[src/rtl/mpq_pkg.sv]
package mpq_pkg;

  typedef enum logic {
    LOAD_STATUS = 1'b0,
    LOAD_HEADER = 1'b1
  } loadKind_e;

  typedef struct packed {
    logic doWrite;
    logic doShift;
    logic doStatus;
    logic doHeader;
    logic doClear;
  } qStrobe_t;

  // status bit positions shared by the composer
  localparam int LARGE_PRESENT_BIT = 9;
  localparam int LARGE_ONCYL_BIT   = 11;
  localparam int LARGE_READY_BIT   = 12;
  localparam int WRLOCK_BIT        = 13;
  localparam int SMALL_VCK_BIT     = 9;
  localparam int SMALL_WGE_BIT     = 10;
  localparam int SMALL_SPE_BIT     = 11;
  localparam int SMALL_ATT_CODE    = 'h1D;
  localparam int CLEAR_ARM_BIT     = 3;

endpackage

[src/rtl/mpq_ctrl.sv]
module mpq_ctrl
  import mpq_pkg::*;
#(
  parameter int NUM_DRIVES = 4,
  localparam int DRV_W = $clog2(NUM_DRIVES)
) (
  input  logic                  clk,
  input  logic                  rstN,
  input  logic                  busWrEn,
  input  logic                  busRdEn,
  input  logic                  wrArmBit,
  input  logic                  loadReq,
  input  logic                  loadKind,
  input  logic [DRV_W-1:0]      loadDrive,
  input  logic [NUM_DRIVES-1:0] driveIsLarge,
  output qStrobe_t              strobe,
  output logic [NUM_DRIVES-1:0] attnPulse
);

  logic clrArm;
  logic isStatus;
  logic isHeader;

  assign isStatus = loadReq && (loadKind == LOAD_STATUS);
  assign isHeader = loadReq && (loadKind == LOAD_HEADER);

  // priority: load > write > read
  always_comb begin
    strobe          = '0;
    strobe.doStatus = isStatus;
    strobe.doHeader = isHeader;
    strobe.doWrite  = busWrEn && !loadReq;
    strobe.doShift  = busRdEn && !loadReq && !busWrEn;
    strobe.doClear  = isStatus && !driveIsLarge[loadDrive] && clrArm;
  end

  always_ff @(posedge clk) begin
    if (!rstN) begin
      clrArm    <= 1'b0;
      attnPulse <= '0;
    end else begin
      if (strobe.doWrite) clrArm <= wrArmBit;
      attnPulse <= isHeader ? (NUM_DRIVES'(1) << loadDrive) : '0;
    end
  end

  // attention pulse marks only the addressed drive, one cycle later
  a_r4_attn_one: assert property (@(posedge clk) disable iff (!rstN)
    isHeader |=> ($countones(attnPulse) == 1) && attnPulse[$past(loadDrive)]);

  a_r4_attn_quiet: assert property (@(posedge clk) disable iff (!rstN)
    !isHeader |=> (attnPulse == '0));

endmodule

[src/rtl/mpq_status.sv]
module mpq_status
  import mpq_pkg::*;
#(
  parameter int NUM_DRIVES = 4,
  parameter int DATA_W     = 32,
  localparam int DRV_W = $clog2(NUM_DRIVES)
) (
  input  logic                  clk,
  input  logic                  rstN,
  input  qStrobe_t              strobe,
  input  logic [DRV_W-1:0]      selDrive,
  input  logic [NUM_DRIVES-1:0] driveIsLarge,
  input  logic [NUM_DRIVES-1:0] driveAttached,
  input  logic [NUM_DRIVES-1:0] driveWrProt,
  input  logic [NUM_DRIVES-1:0] volChkEvt,
  input  logic [NUM_DRIVES-1:0] gateErrEvt,
  input  logic [NUM_DRIVES-1:0] spinErrEvt,
  output logic [DATA_W-1:0]     statusWord
);

  // per drive: {spin, gate, volume check}
  logic [2:0] errLatch [NUM_DRIVES];

  for (genvar d = 0; d < NUM_DRIVES; d++) begin : g_drv
    logic clrHere;
    logic [2:0] setHere;
    assign clrHere = strobe.doClear && (selDrive == DRV_W'(d));
    assign setHere = {spinErrEvt[d], gateErrEvt[d], volChkEvt[d]};

    always_ff @(posedge clk) begin
      if (!rstN) errLatch[d] <= '0;
      else       errLatch[d] <= (clrHere ? 3'b000 : errLatch[d]) | setHere;
    end

    // each error event is remembered
    a_r6_latch_set: assert property (@(posedge clk) disable iff (!rstN)
      (setHere != 3'b000) |=> ((errLatch[d] & $past(setHere)) == $past(setHere)));

    // a clear with no new event leaves nothing latched
    a_r7_clear: assert property (@(posedge clk) disable iff (!rstN)
      (clrHere && (setHere == 3'b000)) |=> (errLatch[d] == 3'b000));
  end

  logic [2:0]        errView;
  logic [DATA_W-1:0] largeWord;
  logic [DATA_W-1:0] smallWord;

  always_comb begin
    errView = strobe.doClear ? 3'b000 : errLatch[selDrive];

    largeWord = '0;
    largeWord[LARGE_PRESENT_BIT] = 1'b1;
    largeWord[LARGE_ONCYL_BIT]   = driveAttached[selDrive];
    largeWord[LARGE_READY_BIT]   = driveAttached[selDrive];
    largeWord[WRLOCK_BIT]        = driveWrProt[selDrive];

    smallWord = driveAttached[selDrive] ? DATA_W'(SMALL_ATT_CODE) : '0;
    smallWord[SMALL_VCK_BIT] = errView[0];
    smallWord[SMALL_WGE_BIT] = errView[1];
    smallWord[SMALL_SPE_BIT] = errView[2];
    smallWord[WRLOCK_BIT]    = driveWrProt[selDrive];

    statusWord = driveIsLarge[selDrive] ? largeWord : smallWord;
  end

endmodule

[src/rtl/mpq_datapath.sv]
module mpq_datapath
  import mpq_pkg::*;
#(
  parameter int DATA_W = 32,
  parameter int SECT_W = 8,
  parameter int DEPTH  = 3,
  localparam int POS_W = DATA_W - SECT_W
) (
  input  logic              clk,
  input  logic              rstN,
  input  qStrobe_t          strobe,
  input  logic [DATA_W-1:0] wrData,
  input  logic [DATA_W-1:0] statusWord,
  input  logic [POS_W-1:0]  headerPos,
  input  logic [SECT_W-1:0] headerSector,
  output logic [DATA_W-1:0] headData
);

  logic [DATA_W-1:0] entry [DEPTH];
  logic [DATA_W-1:0] hdrWord;

  assign hdrWord  = {headerPos, headerSector};
  assign headData = entry[0];

  for (genvar i = 0; i < DEPTH; i++) begin : g_ent
    logic [DATA_W-1:0] shiftIn;
    logic [DATA_W-1:0] hdrIn;
    if (i < DEPTH - 1) begin : g_mid
      assign shiftIn = entry[i+1];
    end else begin : g_tail
      assign shiftIn = entry[i];
    end
    if (i == 0) begin : g_head
      assign hdrIn = hdrWord;
    end else begin : g_rest
      assign hdrIn = '0;
    end

    always_ff @(posedge clk) begin
      if (!rstN)                entry[i] <= '0;
      else if (strobe.doStatus) entry[i] <= statusWord;
      else if (strobe.doHeader) entry[i] <= hdrIn;
      else if (strobe.doWrite)  entry[i] <= wrData;
      else if (strobe.doShift)  entry[i] <= shiftIn;
    end
  end

  // a write fills every entry
  a_r2_fill: assert property (@(posedge clk) disable iff (!rstN)
    strobe.doWrite |=> (entry[0] == $past(wrData)) && (entry[1] == $past(wrData))
                       && (entry[2] == $past(wrData)));

  // read moves the queue forward, tail holds
  a_r3_shift: assert property (@(posedge clk) disable iff (!rstN)
    strobe.doShift |=> (entry[0] == $past(entry[1])) && (entry[1] == $past(entry[2]))
                       && (entry[2] == $past(entry[2])));

  // header leaves zeros behind the head
  a_r4_tail_zero: assert property (@(posedge clk) disable iff (!rstN)
    strobe.doHeader |=> (entry[1] == '0) && (entry[2] == '0)
                        && (entry[0] == $past(hdrWord)));

  // status copies one word to all entries
  a_r9_equal: assert property (@(posedge clk) disable iff (!rstN)
    strobe.doStatus |=> (entry[0] == entry[1]) && (entry[1] == entry[2]));

  // no shift when a load or write takes the cycle
  a_r8_no_shift: assert property (@(posedge clk) disable iff (!rstN)
    (strobe.doStatus || strobe.doHeader) |-> !strobe.doShift && !strobe.doWrite);

endmodule

[src/rtl/mp_ripple_queue.sv]
module mp_ripple_queue
  import mpq_pkg::*;
#(
  parameter int NUM_DRIVES = 4,
  parameter int DATA_W     = 32,
  parameter int SECT_W     = 8,
  localparam int DRV_W = $clog2(NUM_DRIVES),
  localparam int POS_W = DATA_W - SECT_W
) (
  input  logic                  clk,
  input  logic                  rstN,
  input  logic                  busWrEn,
  input  logic                  busRdEn,
  input  logic [DATA_W-1:0]     busWrData,
  output logic [DATA_W-1:0]     busRdData,
  input  logic                  loadReq,
  input  logic                  loadKind,
  input  logic [DRV_W-1:0]      loadDrive,
  input  logic [POS_W-1:0]      headerPos,
  input  logic [SECT_W-1:0]     headerSector,
  input  logic [NUM_DRIVES-1:0] driveIsLarge,
  input  logic [NUM_DRIVES-1:0] driveAttached,
  input  logic [NUM_DRIVES-1:0] driveWrProt,
  input  logic [NUM_DRIVES-1:0] volChkEvt,
  input  logic [NUM_DRIVES-1:0] gateErrEvt,
  input  logic [NUM_DRIVES-1:0] spinErrEvt,
  output logic [NUM_DRIVES-1:0] attnPulse
);

  qStrobe_t          strobe;
  logic [DATA_W-1:0] statusWord;

  mpq_ctrl #(.NUM_DRIVES(NUM_DRIVES)) uCtrl (
    .clk         (clk),
    .rstN        (rstN),
    .busWrEn     (busWrEn),
    .busRdEn     (busRdEn),
    .wrArmBit    (busWrData[CLEAR_ARM_BIT]),
    .loadReq     (loadReq),
    .loadKind    (loadKind),
    .loadDrive   (loadDrive),
    .driveIsLarge(driveIsLarge),
    .strobe      (strobe),
    .attnPulse   (attnPulse)
  );

  mpq_status #(.NUM_DRIVES(NUM_DRIVES), .DATA_W(DATA_W)) uStatus (
    .clk          (clk),
    .rstN         (rstN),
    .strobe       (strobe),
    .selDrive     (loadDrive),
    .driveIsLarge (driveIsLarge),
    .driveAttached(driveAttached),
    .driveWrProt  (driveWrProt),
    .volChkEvt    (volChkEvt),
    .gateErrEvt   (gateErrEvt),
    .spinErrEvt   (spinErrEvt),
    .statusWord   (statusWord)
  );

  mpq_datapath #(.DATA_W(DATA_W), .SECT_W(SECT_W), .DEPTH(3)) uData (
    .clk         (clk),
    .rstN        (rstN),
    .strobe      (strobe),
    .wrData      (busWrData),
    .statusWord  (statusWord),
    .headerPos   (headerPos),
    .headerSector(headerSector),
    .headData    (busRdData)
  );

  // reset empties the head
  a_r1_reset_head: assert property (@(posedge clk)
    !rstN |=> (busRdData == '0) && (attnPulse == '0));

endmodule

[config.mk]
export PLATFORM = sky130hd
export DESIGN_NAME = mp_ripple_queue
export DESIGN_NICKNAME = d
export VERILOG_FILES = /design/src/rtl/mpq_pkg.sv /design/src/rtl/mpq_ctrl.sv /design/src/rtl/mpq_status.sv /design/src/rtl/mpq_datapath.sv /design/src/rtl/mp_ripple_queue.sv
export SDC_FILE = /design/constraint.sdc
export NUM_CORES = 1
export LEC_CHECK = 0
export ABC_AREA = 0
export BUFFER_PORTS_ARGS = -buffer_cell sky130_fd_sc_hd__buf_2
export CORE_ASPECT_RATIO = 0.9
export CORE_MARGIN = 2
export CORE_UTILIZATION = 50
export DETAILED_ROUTE_END_ITERATION = 8
export PLACE_DENSITY = 0.74
export SLEW_MARGIN = 10
export SYNTH_ARGS = -nofsm -noshare
export SYNTH_HDL_FRONTEND = slang
export SYNTH_SLANG_ARGS = --single-unit
export TNS_END_PERCENT = 100
[constraint.sdc]
create_clock -name clk -period 6.8 [get_ports clk]
set_clock_uncertainty 0.2 [all_clocks]
set_input_delay 0.34 -clock clk [delete_from_list [all_inputs] [get_ports clk]]
set_output_delay 0.34 -clock clk [all_outputs]
set_load 0.05 [all_outputs]
==> run_summary.xml <==
<?xml version="1.0" encoding="UTF-8"?>
<metrics>
  <group name="timing">
    <metric name="final.setup.tns" unit="ns">0</metric>
    <metric name="post_route_setup_slack" unit="ns">4.05</metric>
    <metric name="slew_headroom" unit="">0.254</metric>
    <metric name="finalCriticalPeriod" unit="ns">2.75</metric>
    <metric name="tightest_slew" unit="ns">1.12</metric>
    <metric name="setup_violations" unit="">0</metric>
    <metric name="maxClockFrequency" unit="MHz">363</metric>
    <metric name="unrepaired_setup_endpoints_after_global_routing" unit="">no</metric>
    <metric name="timing_max_transition_violations_final" unit="">0</metric>
    <metric name="finalHoldWorstSlack" unit="ns">0.0149</metric>
    <metric name="finalHoldViolations" unit="">0</metric>
    <metric name="final_min_period_over_clock_period" unit="">0.405</metric>
  </group>
  <group name="detailed_routing">
    <metric name="detail_route.drc_violations" unit="">0</metric>
    <metric name="detail_route.vias_per_cell" unit="">5.29</metric>
    <metric name="detail_route.wirelength" unit="um">10800</metric>
    <metric name="firstDrtPassIters" unit="">5</metric>
    <metric name="final_antenna_net_count" unit="">0</metric>
    <metric name="routed_wire_length_per_instance" unit="um">16.2</metric>
    <metric name="drt_first_iter_violations" unit="">189</metric>
    <metric name="route.vias.total" unit="">3523</metric>
  </group>
  <group name="global_route">
    <metric name="grt_first_pass_wirelength" unit="um">16500</metric>
    <metric name="grt-ovfl-total" unit="">0</metric>
    <metric name="pin_count_of_the_biggest_net_entering_global_routing" unit="">65</metric>
    <metric name="antenna_found_initial" unit="">0</metric>
    <metric name="grtUsageTotal" unit="">0.216</metric>
    <metric name="grt_pass1_vias" unit="">3508</metric>
  </group>
  <group name="pwr">
    <metric name="p_clk_frac" unit="">0.429</metric>
    <metric name="swShare" unit="">0.239</metric>
    <metric name="design_power_total" unit="W">0.00179</metric>
    <metric name="switchingPower" unit="W">0.000428</metric>
    <metric name="comb_power_share" unit="">0.115</metric>
    <metric name="vdd_ir_drop_max" unit="V">0.000177</metric>
    <metric name="cellLeakagePower" unit="nW">3.10</metric>
    <metric name="p_int" unit="W">0.00136</metric>
    <metric name="power-per-cell-area" unit="nW/um2">269</metric>
    <metric name="p_seq_frac" unit="">0.456</metric>
  </group>
  <group name="critical_path">
    <metric name="slowest_delay" unit="ns">0.97</metric>
    <metric name="critical_path_cell_with_the_highest_stage_delay" unit="">and2_2</metric>
    <metric name="reg2reg_slack" unit="ns">4.55</metric>
    <metric name="critical_path.cell_chain" unit="">buf_2, nor3b_1, and2_2, a22oi_1, nand3_1, dlygate4sd3_1</metric>
    <metric name="data_arrival_time_at_the_worst_slack_endpoint" unit="ns">2.92</metric>
    <metric name="start_kind" unit="">input pin</metric>
    <metric name="critical_path_class" unit="">in -&gt; reg</metric>
    <metric name="critPathCaptureType" unit="">register</metric>
    <metric name="reg2reg_to" unit="">uData.entry[0][9]$_DFFE_PP_</metric>
    <metric name="r2r_cell_count" unit="">5</metric>
    <metric name="worst-path-max-fanout" unit="">61</metric>
    <metric name="worst_r2r_startpoint" unit="">uStatus.errLatch[2][0]$_SDFF_PN0_</metric>
    <metric name="timing.critical_path.required" unit="ns">6.97</metric>
  </group>
  <group name="clocking">
    <metric name="root_buffer" unit="">clkbuf_8</metric>
    <metric name="cts.repair_timing.setup_buffer_count" unit="">0</metric>
    <metric name="cts_tree" unit="">built</metric>
    <metric name="ctsHtreeMaxLevel" unit="">4</metric>
    <metric name="clock_path_buffers" unit="">2</metric>
    <metric name="cts_inserted_buffers" unit="">17</metric>
    <metric name="cts_sinks" unit="">113</metric>
    <metric name="clock_insertion_delay_worst_skew" unit="ns">0.51</metric>
    <metric name="cts.repair.resized" unit="">0</metric>
    <metric name="cts.clk_slew.worst_paths" unit="ns">0.05</metric>
  </group>
  <group name="synth">
    <metric name="most_instantiated_library_cell_after_synthesis" unit="">edfxtp_1</metric>
    <metric name="synth-seq-cells" unit="">113</metric>
    <metric name="netlist_area" unit="um2">4730</metric>
    <metric name="synthesis.yosys.warnings" unit="">0</metric>
    <metric name="yosys-top-cells-area" unit="">edfxtp_1, dfxtp_1, a221o_1, a21o_1, and2_1</metric>
    <metric name="synth_cell_type_count" unit="">40</metric>
    <metric name="avgSynthCellArea" unit="um2">14.4</metric>
    <metric name="synth_seq_area_share" unit="">0.682</metric>
    <metric name="synth_top_area_share" unit="">0.610</metric>
    <metric name="asyncSetResetFlopFracSynth" unit="">0</metric>
    <metric name="synth_top_cell_by_area" unit="">edfxtp_1</metric>
    <metric name="syn_inst" unit="">329</metric>
    <metric name="synth_top_flop_cell" unit="">edfxtp_1</metric>
    <metric name="netlist_top_cells_count" unit="">edfxtp_1, a221o_1, and2_1</metric>
    <metric name="synth_enable_flop_cells" unit="">96</metric>
    <metric name="total_nets_after_synthesis" unit="">425</metric>
  </group>
  <group name="cells_and_area">
    <metric name="antennaDiodeCount" unit="">0</metric>
    <metric name="post_route_cells_drive_above_1_share" unit="">0.320</metric>
    <metric name="syn2layout_area_growth" unit="%">41.2</metric>
    <metric name="fin_nets" unit="">628</metric>
  </group>
  <group name="min_path">
    <metric name="worstHoldPathCells" unit="">3</metric>
    <metric name="hp-class" unit="">in -&gt; reg</metric>
    <metric name="worstHoldStart" unit="">headerPos[4]</metric>
    <metric name="worst_hold_path.endpoint" unit="">uData.entry[0][12]$_DFFE_PP_</metric>
  </group>
  <group name="die">
    <metric name="std_cell_rows" unit="">33</metric>
    <metric name="placeableCoreArea" unit="um2">9170</metric>
    <metric name="die_height" unit="um">96.2</metric>
    <metric name="io-pin-count" unit="">132</metric>
    <metric name="die_w" unit="um">106</metric>
    <metric name="design.die.area" unit="um2">10200</metric>
    <metric name="floorplan.initialDensity" unit="">0.516</metric>
  </group>
  <group name="placement">
    <metric name="place.port_buffers" unit="">131</metric>
    <metric name="place.gp.congestion" unit="">0.767</metric>
    <metric name="dp_hpwl" unit="um">6400</metric>
    <metric name="worst_slack_after_detailed_placement" unit="ns">4.03</metric>
  </group>
  <group name="status">
    <metric name="status" unit="">complete, no violations</metric>
  </group>
  <group name="run">
    <metric name="drv_cap" unit="">0</metric>
  </group>
</metrics>
[layer usage]
| layer | global-route usage | vias up | wire (um) |
|---|---|---|---|
| met2 | 0.379 | 130 | 5490 |
| met3 | 0.0609 | 11 | 624 |
| met4 | 0.0725 | 0 | 126 |
| met5 | 0 | - | 0 |
| met1 | 0.259 | 1689 | 4530 |
| li1 | - | 1693 | - |
[flip-flops by register name, summed over array words and instances, names as in the netlist]
name	cells
uCtrl.attnPulse	4
uCtrl.clrArm	1
uData.entry	96
uStatus.errLatch	12
[critical path: cells and delay by family]
| family | cells | cell delay (ns) |
|---|---|---|
| and+or+nand+nor | 3 | 1.55 |
| AOI/OAI and AO/OA | 1 | 0.22 |
| buffers and inverters | 2 | 0.77 |
[logic make-up (layout without fill, tap and decap cells)]
| group | after synthesis | in the layout | share of synthesized area |
|---|---|---|---|
| multiplexers | 6 | 6 | 0.0283 |
| flip-flops | 113 | 113 | 0.682 |
| AO/OA/AOI/OAI | 93 | 93 | 0.149 |
| AND/OR/NAND/NOR | 94 | 94 | 0.118 |
| buffers and inverters | 23 | 238 | 0.0236 |
[worst max-delay path by stage]
stage / to / from
after floorplan: uData.entry[0][0]$_DFFE_PP_ / rstN
after global placement: uData.entry[0][11]$_DFFE_PP_ / rstN
after detailed placement: uData.entry[0][11]$_DFFE_PP_ / rstN
after CTS: uData.entry[0][9]$_DFFE_PP_ / rstN
after global routing: uData.entry[0][9]$_DFFE_PP_ / rstN
final: uData.entry[0][9]$_DFFE_PP_ / rstN
[power by group through the flow]
| stage | Sequential [W] | Clock (W) | Combinational, W |
|---|---|---|---|
| 6_report | 0.000817 | 0.000769 | 0.000207 |
| 5_1_grt | 0.000821 | 0.000810 | 0.000221 |
| 4_1_cts | 0.000817 | 0.000776 | 0.000205 |
| 3_5_place_dp | 0.000830 | 0 | 0.000175 |
| 3_3_place_gp | 0.000828 | 0 | 0.000171 |
| 2_1_floorplan | 0.000884 | 0 | 0.0000606 |
[cells in the final DEF, fill, tap and decap left out, drive strengths merged, types with 2 or more instances in the layout]
cell type and instances:
a21o 26, a21oi 24, a221o 26, a22oi 5
a31oi 2, and2 25, and3 2, and3b 2
buf 135, clkbuf 19, clkinv 8, clkinvlp 3
dfxtp 17, dlygate4sd3 69, edfxtp 96, inv 3
mux4 5, nand2 18, nand2b 5, nand3 2
nand3b 5, nor2 12, nor2b 14, nor3b 4
o211ai 2, o21ai 3, or4b 2
[through the flow]
stage	std cells	cell area, um2	utilization
3_5_place_dp	566	5470	0.597
4_1_cts	664	6660	0.726
5_1_grt	666	6680	0.728
3_3_place_gp	566	5470	0.597
6_report	666	6680	0.728
2_1_floorplan	329	4730	-
[layout make-up]
type | instances | area, um2
flip-flops and latches | 113 | 3220
repair buffers | 204 | 1380
inverters | 3 | 11.3
clock inverters | 12 | 95.1
clock buffers | 19 | 422
multi-input cells | 193 | 1400
fillers | 626 | 2490
well taps | 122 | 153
[repair_timing]
| action | CTS | global route |
|---|---|---|
| hold buffers | 67 | 2 |
| hold endpoints to repair | 68 | 2 |
| endpoints found under the setup margin | 0 | 0 |
Power figures use the tool's default switching activity.
